[config.mk]
export PLATFORM = sky130hd
export DESIGN_NAME = gpio_port_ctrl
export DESIGN_NICKNAME = d
export VERILOG_FILES = /design/src/rtl/gpio_pkg.sv /design/src/rtl/gpio_cfg_bank.sv /design/src/rtl/gpio_in_sync.sv /design/src/rtl/gpio_pad_mux.sv /design/src/rtl/gpio_port_ctrl.sv
export SDC_FILE = /design/constraint.sdc
export NUM_CORES = 1
export LEC_CHECK = 0
export ABC_AREA = 1
export BUFFER_PORTS_ARGS = -buffer_cell sky130_fd_sc_hd__clkbuf_2
export CORE_ASPECT_RATIO = 1.5
export CORE_MARGIN = 1.5
export CORE_UTILIZATION = 35
export CTS_CLUSTER_SIZE = 20
export DETAILED_ROUTE_END_ITERATION = 8
export PLACE_DENSITY = 0.56
export SETUP_SLACK_MARGIN = 0.1
export SKIP_LAST_GASP = 1
export SYNTH_ARGS = -nofsm -noshare
export SYNTH_HDL_FRONTEND = slang
export SYNTH_SLANG_ARGS = --single-unit
[constraint.sdc]
create_clock -name clk -period 4.9 [get_ports clk]
set_input_delay 0.245 -clock clk [delete_from_list [all_inputs] [get_ports clk]]
set_output_delay 0.245 -clock clk [all_outputs]
set_load 0.01 [all_outputs]
[src/rtl/gpio_pkg.sv]
package gpio_pkg;

  localparam int CFG_W = 8;

  // Per-pin configuration word; first field is the MSB.
  typedef struct packed {
    logic periph_sel;  // bit 7: hand pin to dedicated peripheral
    logic irq_low;     // bit 6: 1 = falling edge, 0 = rising edge
    logic irq_en;      // bit 5: interrupt enable
    logic hisink;      // bit 4: strong sink select
    logic ttl;         // bit 3: TTL threshold select
    logic pull_en;     // bit 2: pull-up enable
    logic od;          // bit 1: open-drain mode
    logic drv_en;      // bit 0: output driver enable
  } pin_cfg_t;

  localparam logic [CFG_W-1:0] CFG_RESET_VAL = 8'h04;

endpackage

[src/rtl/gpio_cfg_bank.sv]
module gpio_cfg_bank
  import gpio_pkg::*;
#(
  parameter int N_PINS = 8,
  parameter int IDX_W  = 3
) (
  input  logic                    clk,
  input  logic                    rst_n,
  input  logic                    we,
  input  logic [IDX_W-1:0]        addr,
  input  logic [CFG_W-1:0]        wdata,
  output pin_cfg_t [N_PINS-1:0]   cfg_o,
  output logic [CFG_W-1:0]        rdata
);

  pin_cfg_t [N_PINS-1:0] cfg_q;
  pin_cfg_t [N_PINS-1:0] cfg_d;
  logic     [N_PINS-1:0] hit;

  for (genvar i = 0; i < N_PINS; i++) begin : g_reg
    assign hit[i] = we && (addr == IDX_W'(i));

    always_comb begin
      cfg_d[i] = cfg_q[i];
      if (hit[i]) cfg_d[i] = pin_cfg_t'(wdata);
    end

    always_ff @(posedge clk or negedge rst_n) begin
      if (!rst_n) cfg_q[i] <= pin_cfg_t'(CFG_RESET_VAL);
      else        cfg_q[i] <= cfg_d[i];
    end

    // a write lands at the next edge
    p_write_lands_r2: assert property (@(posedge clk) disable iff (!rst_n)
      hit[i] |=> (cfg_q[i] == pin_cfg_t'($past(wdata))));
    // unaddressed registers hold
    p_hold_r2: assert property (@(posedge clk) disable iff (!rst_n)
      !hit[i] |=> $stable(cfg_q[i]));
  end

  always_comb begin
    rdata = '0;
    for (int k = 0; k < N_PINS; k++) begin
      if (addr == IDX_W'(k)) rdata = cfg_q[k];
    end
  end

  assign cfg_o = cfg_q;

endmodule

[src/rtl/gpio_in_sync.sv]
module gpio_in_sync #(
  parameter int N_PINS = 8,
  parameter int STAGES = 2
) (
  input  logic              clk,
  input  logic              rst_n,
  input  logic [N_PINS-1:0] pin_in,
  input  logic [N_PINS-1:0] irq_en,
  input  logic [N_PINS-1:0] irq_low,
  output logic [N_PINS-1:0] data_in,
  output logic [N_PINS-1:0] irq
);

  logic [N_PINS-1:0] stg_q [STAGES];
  logic [N_PINS-1:0] stg_d [STAGES];
  logic [N_PINS-1:0] prev_q;
  logic [N_PINS-1:0] prev_d;
  logic [N_PINS-1:0] rise;
  logic [N_PINS-1:0] fall;

  always_comb begin
    stg_d[0] = pin_in;
    for (int s = 1; s < STAGES; s++) stg_d[s] = stg_q[s-1];
    prev_d = stg_q[STAGES-1];
  end

  always_ff @(posedge clk or negedge rst_n) begin
    if (!rst_n) begin
      for (int s = 0; s < STAGES; s++) stg_q[s] <= '0;
      prev_q <= '0;
    end else begin
      for (int s = 0; s < STAGES; s++) stg_q[s] <= stg_d[s];
      prev_q <= prev_d;
    end
  end

  assign data_in = stg_q[STAGES-1];
  assign rise    = data_in & ~prev_q;
  assign fall    = ~data_in & prev_q;
  assign irq     = irq_en & ((~irq_low & rise) | (irq_low & fall));

  for (genvar i = 0; i < N_PINS; i++) begin : g_chk
    // pulse only when enabled
    p_irq_needs_en_r11: assert property (@(posedge clk) disable iff (!rst_n)
      irq[i] |-> irq_en[i]);
    // pulse matches the configured edge
    p_irq_level_r11: assert property (@(posedge clk) disable iff (!rst_n)
      irq[i] |-> (data_in[i] == !irq_low[i]));
  end

endmodule

[src/rtl/gpio_pad_mux.sv]
module gpio_pad_mux #(
  parameter bit IS_CLK  = 1'b0,
  parameter bit HAS_SPI = 1'b0
) (
  input  logic clk,
  input  logic rst_n,
  input  logic drv_en,
  input  logic od,
  input  logic pull_en,
  input  logic ttl,
  input  logic hisink,
  input  logic periph_sel,
  input  logic data_bit,
  input  logic xosc_en,
  input  logic per_out,
  input  logic per_oe,
  output logic pad_out,
  output logic pad_oe,
  output logic pad_pu,
  output logic pad_ttl,
  output logic pad_sink
);

  logic gpio_oe;
  logic gpio_out;
  logic take;
  logic oe_pre;
  logic out_pre;
  logic osc_block;

  always_comb begin
    gpio_oe   = drv_en & ~(od & data_bit);
    gpio_out  = data_bit & ~od;
    take      = HAS_SPI && periph_sel;
    oe_pre    = take ? per_oe  : gpio_oe;
    out_pre   = take ? per_out : gpio_out;
    osc_block = IS_CLK && xosc_en;
  end

  assign pad_oe   = oe_pre & ~osc_block;
  assign pad_out  = out_pre;
  assign pad_pu   = pull_en;
  assign pad_ttl  = ttl;
  assign pad_sink = hisink;

  // open-drain with data 1 floats
  p_od_hiz_r4: assert property (@(posedge clk) disable iff (!rst_n)
    (!take && od && data_bit) |-> !pad_oe);
  // open-drain only ever drives low
  p_od_low_r4: assert property (@(posedge clk) disable iff (!rst_n)
    (!take && od && pad_oe) |-> !pad_out);
  // driver off when enable bit clear
  p_drv_off_r5: assert property (@(posedge clk) disable iff (!rst_n)
    (!take && !drv_en) |-> !pad_oe);

  if (IS_CLK) begin : g_osc_chk
    // oscillator owns the clock pins
    p_xosc_block_r6: assert property (@(posedge clk) disable iff (!rst_n)
      xosc_en |-> !pad_oe);
  end

  if (HAS_SPI) begin : g_spi_chk
    // selected pin follows the peripheral
    p_spi_follow_r7: assert property (@(posedge clk) disable iff (!rst_n)
      periph_sel |-> (pad_oe == per_oe && pad_out == per_out));
  end

endmodule

[src/rtl/gpio_port_ctrl.sv]
module gpio_port_ctrl
  import gpio_pkg::*;
#(
  parameter int N_PINS       = 8,
  parameter int SYNC_STAGES  = 2,
  parameter int CLKIN_IDX    = 0,
  parameter int CLKOUT_IDX   = 1,
  parameter int SPI_SS_IDX   = 3,
  parameter int SPI_SCK_IDX  = 4,
  parameter int SPI_MOSI_IDX = 5,
  parameter int SPI_MISO_IDX = 6,
  localparam int IDX_W = (N_PINS > 1) ? $clog2(N_PINS) : 1
) (
  input  logic              clk,
  input  logic              rst_n,
  input  logic              cfg_we,
  input  logic [IDX_W-1:0]  cfg_addr,
  input  logic [CFG_W-1:0]  cfg_wdata,
  output logic [CFG_W-1:0]  cfg_rdata,
  input  logic [N_PINS-1:0] port_data,
  input  logic              xosc_en,
  input  logic [3:0]        spi_out,
  input  logic [3:0]        spi_oe,
  input  logic [N_PINS-1:0] pin_in,
  output logic [N_PINS-1:0] pin_out,
  output logic [N_PINS-1:0] pin_oe,
  output logic [N_PINS-1:0] pin_pu,
  output logic [N_PINS-1:0] pin_ttl,
  output logic [N_PINS-1:0] pin_hisink,
  output logic [N_PINS-1:0] data_in,
  output logic [N_PINS-1:0] irq
);

  // Reset: asynchronous assert, release aligned to clk
  logic rst_meta_q;
  logic rst_sync_q;
  logic rst_n_i;

  always_ff @(posedge clk or negedge rst_n) begin
    if (!rst_n) begin
      rst_meta_q <= 1'b0;
      rst_sync_q <= 1'b0;
    end else begin
      rst_meta_q <= 1'b1;
      rst_sync_q <= rst_meta_q;
    end
  end
  assign rst_n_i = rst_sync_q;

  pin_cfg_t [N_PINS-1:0] cfg;
  logic     [N_PINS-1:0] irq_en_v;
  logic     [N_PINS-1:0] irq_low_v;

  gpio_cfg_bank #(.N_PINS(N_PINS), .IDX_W(IDX_W)) u_bank (
    .clk   (clk),
    .rst_n (rst_n_i),
    .we    (cfg_we),
    .addr  (cfg_addr),
    .wdata (cfg_wdata),
    .cfg_o (cfg),
    .rdata (cfg_rdata)
  );

  for (genvar i = 0; i < N_PINS; i++) begin : g_pin
    localparam bit IS_CLK = (i == CLKIN_IDX) || (i == CLKOUT_IDX);
    localparam int SLOT   = (i == SPI_SS_IDX)   ? 0 :
                            (i == SPI_SCK_IDX)  ? 1 :
                            (i == SPI_MOSI_IDX) ? 2 :
                            (i == SPI_MISO_IDX) ? 3 : -1;
    localparam bit HAS_SPI = (SLOT >= 0);
    localparam int SLOT_SAFE = HAS_SPI ? SLOT : 0;

    assign irq_en_v[i]  = cfg[i].irq_en;
    assign irq_low_v[i] = cfg[i].irq_low;

    gpio_pad_mux #(.IS_CLK(IS_CLK), .HAS_SPI(HAS_SPI)) u_mux (
      .clk        (clk),
      .rst_n      (rst_n_i),
      .drv_en     (cfg[i].drv_en),
      .od         (cfg[i].od),
      .pull_en    (cfg[i].pull_en),
      .ttl        (cfg[i].ttl),
      .hisink     (cfg[i].hisink),
      .periph_sel (cfg[i].periph_sel),
      .data_bit   (port_data[i]),
      .xosc_en    (xosc_en),
      .per_out    (spi_out[SLOT_SAFE]),
      .per_oe     (spi_oe[SLOT_SAFE]),
      .pad_out    (pin_out[i]),
      .pad_oe     (pin_oe[i]),
      .pad_pu     (pin_pu[i]),
      .pad_ttl    (pin_ttl[i]),
      .pad_sink   (pin_hisink[i])
    );
  end

  gpio_in_sync #(.N_PINS(N_PINS), .STAGES(SYNC_STAGES)) u_sync (
    .clk     (clk),
    .rst_n   (rst_n_i),
    .pin_in  (pin_in),
    .irq_en  (irq_en_v),
    .irq_low (irq_low_v),
    .data_in (data_in),
    .irq     (irq)
  );

  // pads stay undriven while reset is held
  p_reset_quiet_r1: assert property (@(posedge clk)
    !rst_n_i |-> (pin_oe == '0));

endmodule

== After elaboration in Yosys (flattened, before gate mapping) ==
Cells that the tools add are included.

* Equal/unequal tests: 7
* Mux-type cells: 16
* Bitwise operators: 52
* Reduce and logical (&&, ||, !) cells: 9

{| class="wikitable"
|+ Operators by type and width
! operator !! count
|-
| $mux 8 || 8
|-
| $and 8x8->8 || 5
|-
| $and 1x1->1 || 26
|-
| $not 8->8 || 3
|-
| $not 1->1 || 17
|-
| $eq 3x3->1 const B || 4
|-
| $logic_and 1x1->1 || 8
|-
| $mux 1 || 8
|-
| $or 8x8->8 || 1
|-
| $eq 3x2->1 const B || 2
|-
| $eq 3x1->1 const B || 1
|-
| $logic_not 3->1 || 1
|}

* Register bits: 90
* Input bits: 39
* Word-level logic and storage cells: 153

== Longest topological paths before layout ==
Gate-level depths: netlist of the first run.

* Depth after elaboration: 9
* Gate-level depth with buffers: 7
* Mapped depth without buffers: 6

== Hierarchy ==
A second synthesis of the first run with hierarchy kept.

* Cell total of the unflattened synthesis: 500
* Area total of the unflattened synthesis: 4,292.9 um^2

{| class="wikitable"
|+ By module, submodules not included
! module !! times used !! cells each !! area an instance (um^2)
|-
| gpio_cfg_bank || 1 || 331 || 2,992.9
|-
| gpio_in_sync || 1 || 88 || 840.8
|-
| gpio_pad_mux (g_pin[3].u_mux ...) || 4 || 11 || 57.6
|-
| gpio_pad_mux (g_pin[0].u_mux ...) || 2 || 10 || 48.8
|-
| gpio_pad_mux (g_pin[2].u_mux ...) || 2 || 7 || 38.8
|-
| gpio_port_ctrl || 1 || 3 || 53.8
|}

== Worst setup path before layout of the first run ==
OpenSTA, ideal clock, no wires.

* Path type: input-to-output
* From: input port cfg_addr[2]
* To: output port cfg_rdata[5]
* Arrival: 1,113 ps
* Data required time: 4,655 ps
* Setup slack: 3,542 ps
* Stages on the path: 7
* Cells stage by stage: inv_2 > buf_6 > clkbuf_1 > nand4_1 > nand4_1 > nor2_1 > nand4_1

* Cells in the longest elaborated chain, start to end: 9

{| class="wikitable"
|+ RTL lines
! element !! line !! source
|-
| start, declared || gpio_port_ctrl.sv:17 || <nowiki>input logic [IDX_W-1:0] cfg_addr,</nowiki>
|-
| $logic_not 3->1 || gpio_cfg_bank.sv:44 || <nowiki>if (addr == IDX_W'(k)) rdata = cfg_q[k];</nowiki>
|-
| $mux 8 (7 in a row) || gpio_cfg_bank.sv:44 ||
|-
| $mux 8 (*) || gpio_cfg_bank.sv:44 ||
|-
| end, declared || gpio_port_ctrl.sv:19 || <nowiki>output logic [CFG_W-1:0] cfg_rdata,</nowiki>
|}

Every way passes the cells marked *; elsewhere a longest branch is shown, timed or not.

== Final worst setup path of the first run ==
* From: input port cfg_addr[1]
* To: output port cfg_rdata[7]

Same word-level chain as after synthesis.

==> impl_results.md, run 1 <==
- Crit path cell chain: clkbuf_2, nor2_1, nand2_1, nor2_1, nor2_1, nand4_1, clkbuf_2
- Netlist cell types: 26
- Worst Max-Slew Pin Slew: 1.07 ns
- Die area: 12900 um2
- Cell Pwr Density: 413 nW/um2
- Remaining antenna violation count after routing: 0
- Total GRT Usage: 0.169
- Final Instance Area: 4940 um2
- Max incr delay on CP: 0.62 ns
- Peak supply drop: 0.000215 V
- Setup Total Neg Slack: 0 ns
- Slew HR: 0.289
- Total Wirelength: 10400 um
- Area of the multi-input gates: 1500 um2
- FF+latch area: 2270 um2
- GPL Wtd Cong: 0.781
- Synthesized area: 4290 um2
- Core ar.: 12000 um2
- WL/cell: 14.9 um
- Drt drc: 0
- HPWL Detailed: 7690 um
- Outcome: completed
- Die Y: 139 um
- Avg Cell Area, Syn: 9.00 um2
- Min-Delay Path Class: input pin to flip-flop
- Synth Warn #: 0
- Period utilization: 0.471
- Worst Path Required: 4.66 ns
- Synth Register Bits: 90
- Crit Path Class: input pin to output port
- Startpoint Class: input pin
- Share of cells above drive strength 1: 0.269
- CP max-delay cell: nor2_1
- Finished Core Util: 0.414
- Vias in the first global route: 3209
- Endpoints failing setup: 0
- Max_cap viols: 0
- WP data arrival: 2.06 ns
- Leak Pwr: 2.46 nW
- Final net count: 577
- I/O Buffers: 102
- CP Capture Type: output port
- Fin. max-slew vios: 0
- Ys flop type: dfrtp_1
- Clk slew on worst S/H paths: 0.06 ns
- Clk buf depth: 2
- IO Count: 103
- Total power: 2.04 mW
- CTS Sinks: 90
- Pin count of the biggest net entering global routing: 86
- Synth async-reset ratio: 1.00
- Placed cell areas: 4600 um2
- CTS tree: built
- Cell mode on critical path: nor2_1
- Remaining global-route overflow: 0
- H-tree Lvls: 3
- Diode count: 0
- First-pass GRT wire length: 16900 um
- Vias per inst: 4.90
- Fin crit period: 2.31 ns
- F_max: 433 MHz
- Fillers: 1192
- Post-CTS resize count: 0
- Seq/Total Area, Yosys: 0.527
- Clk_skew: 0.00427 ns
- Cts bufs inserted: 9
- DR pass1 iterations: 6
- Synth Instances: 477
- Area Overhead vs Synth: 15.2%
- Number of synthesized flops with an enable pin: 0
- RSZ-0062 raised after global routing: no
- Syn_nets: 516
- Core Rows: 49
- Clk_lat worst skew: 0.34 ns
- Initial core utilization: 0.359
- Hold Slack: 0.00718 ns
- Crit Path Max Fanout: 22
- Vias: 3407
- Initial antenna violation count: 0
- Root buffer cell: clkbuf_16
- Final Hold Viols: 0
- Die X: 93.4 um
- Drt initial violations: 246
## critical path: cells and delay by family
kind,cells,cell delay (ns)
buffers and inverters,2,0.46
and+or+nand+nor,5,1.36
## registers in the layout, indices dropped and copies added (netlist names)
| name | flops |
|---|---|
| rst_meta_q | 1 |
| rst_n_i | 1 |
| u_bank.cfg_o | 64 |
| u_sync.data_in | 8 |
| u_sync.prev_q | 8 |
| u_sync.stg_d | 8 |
## cell usage in the layout (no fill, tap or decap)
cell	Yosys	final
inv_2	2	2
dfrtp_1	82	81
a21oi_1	8	8
nor2_8	1	1
and3b_1	7	7
o21ai_2	8	8
nand3b_1	4	4
inv_1	31	31
nand3_2	1	1
clkinvlp_4	0	3
a21boi_0	2	2
o21ai_1	10	10
dfrtp_4	0	1
nand2_1	114	114
buf_4	43	1
nand2_2	2	2
clkbuf_2	0	102
nand4_1	32	32
clkbuf_1	6	2
clkbuf_16	0	9
nor2_1	24	24
nand2_4	1	1
clkbuf_8	0	1
dlygate4sd3_1	0	5
nand4_2	2	2
conb_1	1	1
nand3_1	23	23
dfstp_2	8	8
bufinv_16	0	1
o21ai_0	53	53
nor3_4	3	3
## per-stage QoR
stage,instances,setup WS (ns)
after CTS,696,2.55
after floorplan,477,2.22
final,696,2.59
after global routing,696,2.37
after detailed placement,675,2.55
after global placement,675,2.58
## cell families (layout without fill, tap and decap cells)
group,count (synthesis),in the layout,synth area share
other,1,1,0.000874
DFF,90,90,0.527
and+or+nand+nor,214,214,0.245
buffers and inverters,91,157,0.124
AOI/OAI and AO/OA,81,81,0.103
## layer usage
layer / global-route usage / vias up / share of wire
li1: - / 1675 / -
met1: 0.212 / 1635 / 0.43
met2: 0.283 / 79 / 0.51
met3: 0.0340 / 18 / 0.043
met4: 0.0654 / 0 / 0.021
met5: 0 / - / 0
## cells in the mapped netlist (all sizes together) (4+ instances only)
master	n	share of area
a21oi	8	0.0093
and3b	7	0.014
buf	52	0.090
clkbuf	6	0.0052
dfrtp	82	0.48
dfstp	8	0.049
inv	33	0.029
nand2	117	0.11
nand3	24	0.029
nand3b	4	0.0070
nand4	34	0.052
nor2	25	0.026
o21ai	71	0.090
## path summary, 6_finish.rpt
kind | startpoint | to | slack [ns] | cells past startpoint
max | cfg_addr[1] | cfg_rdata[7] | 2.59 | 7
min in group asynchronous | rst_n_i$_DFF_PN0_ | u_sync.stg_d[7]$_DFF_PN0_ | 0.10 | 0
min reg2reg | rst_n_i$_DFF_PN0_ | u_sync.stg_d[7]$_DFF_PN0_ | 0.10 | 0
max reg2reg | rst_n_i$_DFF_PN0_ | u_bank.cfg_o[32]$_DFFE_PN0P_ | 3.57 | 1
max in group asynchronous | rst_n_i$_DFF_PN0_ | u_bank.cfg_o[32]$_DFFE_PN0P_ | 3.57 | 1
min | pin_in[0] | u_sync.stg_d[0]$_DFF_PN0_ | 0.007 | 1
## where the power goes
| part | switching [mW] | internal, mW | leakage (nW) |
|---|---|---|---|
| Sequential | 0.103 | 0.863 | 1.09 |
| Combinational | 0.225 | 0.156 | 1.23 |
| Clock | 0.284 | 0.409 | 0.135 |
| Total | 0.611 | 1.43 | 2.46 |
## repair_timing
item | in CTS | in global routing
endpoints found under the hold margin | 6 | 0
buffers inserted | 0 | 0
hold buffers | 5 | 0
## final cells by class
type / instances / area share
multi-input cells: 296 / 0.303
clock buffers: 12 / 0.0498
clock inverters: 4 / 0.0106
flip-flops and latches: 90 / 0.458
repair buffers: 108 / 0.115
well taps: 153 / 0.0387
inverters: 33 / 0.0251
No activity file was read; power rests on OpenSTA's default activity.
==> inputs of run 2 (changes only) <==
--- a/config.mk
+++ b/config.mk
@@ -12,7 +12,7 @@
 export CORE_UTILIZATION = 35
 export CTS_CLUSTER_SIZE = 20
 export DETAILED_ROUTE_END_ITERATION = 8
-export PLACE_DENSITY = 0.56
+export PLACE_DENSITY = 0.58
 export SETUP_SLACK_MARGIN = 0.1
 export SKIP_LAST_GASP = 1
 export SYNTH_ARGS = -nofsm -noshare
==> constraint.sdc (replaced) <==
create_clock -name clk -period 2.1 [get_ports clk]
set_input_delay 0.105 -clock clk [delete_from_list [all_inputs] [get_ports clk]]
set_output_delay 0.105 -clock clk [all_outputs]
set_load 0.01 [all_outputs]
==> impl_results.md, run 2 (same netlist as run 1, synthesis figures left out) <==
- GPL Wtd Cong: 0.798 (+2.1%)
- Final net count: 585 (+1.4%)
- Worst setup endpoint: cfg_rdata[6]
- Min-Delay Path Class: input pin to async pin
- Hold Slack: 0.0760 ns (+0.0688 ns)
- Period utilization: 0.801
- Core Rows: 49 (unchanged)
- Crit Path Class: input pin to output port
- Max_cap viols: 0 (unchanged)
- Peak supply drop: 0.000426 V (+98%)
- Total GRT Usage: 0.172 (+0.00325)
- Outcome: completed
- Clk_skew: 0.00789 ns (+0.00362 ns)
- Clk_lat worst skew: 0.34 ns (about the same)
- IO Count: 103 (unchanged)
- Slew HR: 0.561 (+0.272)
- Clk buf depth: 2 (unchanged)
- Die Y: 139 um (unchanged)
- Cell Pwr Density: 976 nW/um2 (+140%)
- Placed cell areas: 4640 um2 (+0.93%)
- Share of cells above drive strength 1: 0.276 (+0.00699)
- I/O Buffers: 102 (unchanged)
- CTS tree: built
- Die area: 12900 um2 (unchanged)
- Final Instance Area: 5060 um2 (+2.4%)
- Most frequent cells in the layout: 114 x nand2_1, 102 x clkbuf_2, 81 x dfrtp_1
- WP data arrival: 1.58 ns (-0.48 ns)
- RSZ-0062 raised after global routing: no
- Endpoints failing setup: 0 (unchanged)
- Drt initial violations: 181 (-26%)
- Fin. max-slew vios: 0 (unchanged)
- Worst Path Required: 2.00 ns (-2.66 ns)
- Initial antenna violation count: 0 (unchanged)
- Crit Path Max Fanout: 12 (-45%)
- R2R setup slack: 1.08 ns (-2.49 ns)
- CP Capture Type: output port
- Total power: 4.94 mW (+140%)
- Initial core utilization: 0.359 (unchanged)
- Total Wirelength: 10600 um (+2.5%)
- Commonest non-fill, non-tap cell in the layout: nand2_1
- Leak Pwr: 2.53 nW (+2.8%)
- Area Overhead vs Synth: 18.0%
- Remaining antenna violation count after routing: 0 (unchanged)
- Clk slew on worst S/H paths: 0.07 ns (about the same)
- CP Launch Point: cfg_addr[0]
- Core ar.: 12000 um2 (unchanged)
- Remaining global-route overflow: 0 (unchanged)
- Die X: 93.4 um (unchanged)
- F_max: 594 MHz
- Worst r2r path cells: 1 (unchanged)
- H-tree Lvls: 3 (unchanged)
- Vias per inst: 4.89 (about the same)
- First-pass GRT wire length: 17000 um (+0.74%)
- Root buffer cell: clkbuf_16
- Vias: 3446 (+1.1%)
- Worst Max-Slew Pin Slew: 0.658 ns (-0.408 ns)
- Pin count of the biggest net entering global routing: 50 (-42%)
- Vias in the first global route: 3391 (+5.7%)
- Cts bufs inserted: 9 (unchanged)
- FF-to-FF End: u_bank.cfg_o[42]$_DFFE_PN1P_
- Startpoint Class: input pin
- Setup Total Neg Slack: 0 ns (unchanged)
- Diode count: 0 (unchanged)
- CTS Sinks: 90 (unchanged)
- HPWL Detailed: 7960 um (+3.5%)
- Drt drc: 0 (unchanged)
- Max reg flops: 64 (unchanged)
- Critical R2R Launch: rst_n_i$_DFF_PN0_
- WL/cell: 15.1 um (+1.3%)
- DR pass1 iterations: 4 (-2)
- Fin crit period: 1.68 ns
- Final Hold Viols: 0 (unchanged)
[run 2: metal layers]
layer,vias to the layer above,part of all wire,track usage
met5,-,0,0
met2,97,0.53,0.291
met3,14,0.041,0.0351
met4,0,0.022,0.0829
li1,1692,-,-
met1,1643,0.41,0.206
[run 2: final cells by class]
class / instances / area (um2)
Fill cell: 1196 / 6890
Clock inverter: 6 / 97.6
Tap cell: 153 / 191
Timing Repair Buffer: 116 / 651
Sequential cell: 90 / 2270
Multi-Input combinational cell: 296 / 1500
Inverter: 33 / 124
Clock buffer: 10 / 239
[run 2: metrics by stage]
stage / setup slack (ns) / instances / utilization
after floorplan: 0.590 / 477 / -
final: 0.418 / 704 / 0.424
after global placement: 0.299 / 679 / 0.388
after CTS: 0.399 / 704 / 0.424
after global routing: 0.286 / 704 / 0.424
after detailed placement: 0.268 / 679 / 0.388
[run 2: worst min-delay path by stage]
stage | endpoint | cells past startpoint
global placement | rst_meta_q$_DFF_PN0_ | 1
CTS | rst_n_i$_DFF_PN0_ | 2
finish | rst_meta_q$_DFF_PN0_ | 2
floorplan | rst_meta_q$_DFF_PN0_ | 0
global route | rst_meta_q$_DFF_PN0_ | 2
detailed placement | rst_meta_q$_DFF_PN0_ | 1
[run 2: where the power goes]
group	internal, mW	switching (mW)
clock network	1.09	0.684
registers	2.01	0.260
logic	0.376	0.519
[run 2: repair_timing]
item,4_1_cts,5_1_grt
resized for setup,0,0
hold endpoints to repair,10,0
hold buffers,9,0
buffers inserted,0,0
[run 2: worst max-delay path: stages]
cell and delay [ns]:
clkbuf_2 0.25, inv_1 0.33, nor3_4 0.46, nand2_1 0.12, nand4_1 0.15, clkbuf_2 0.16
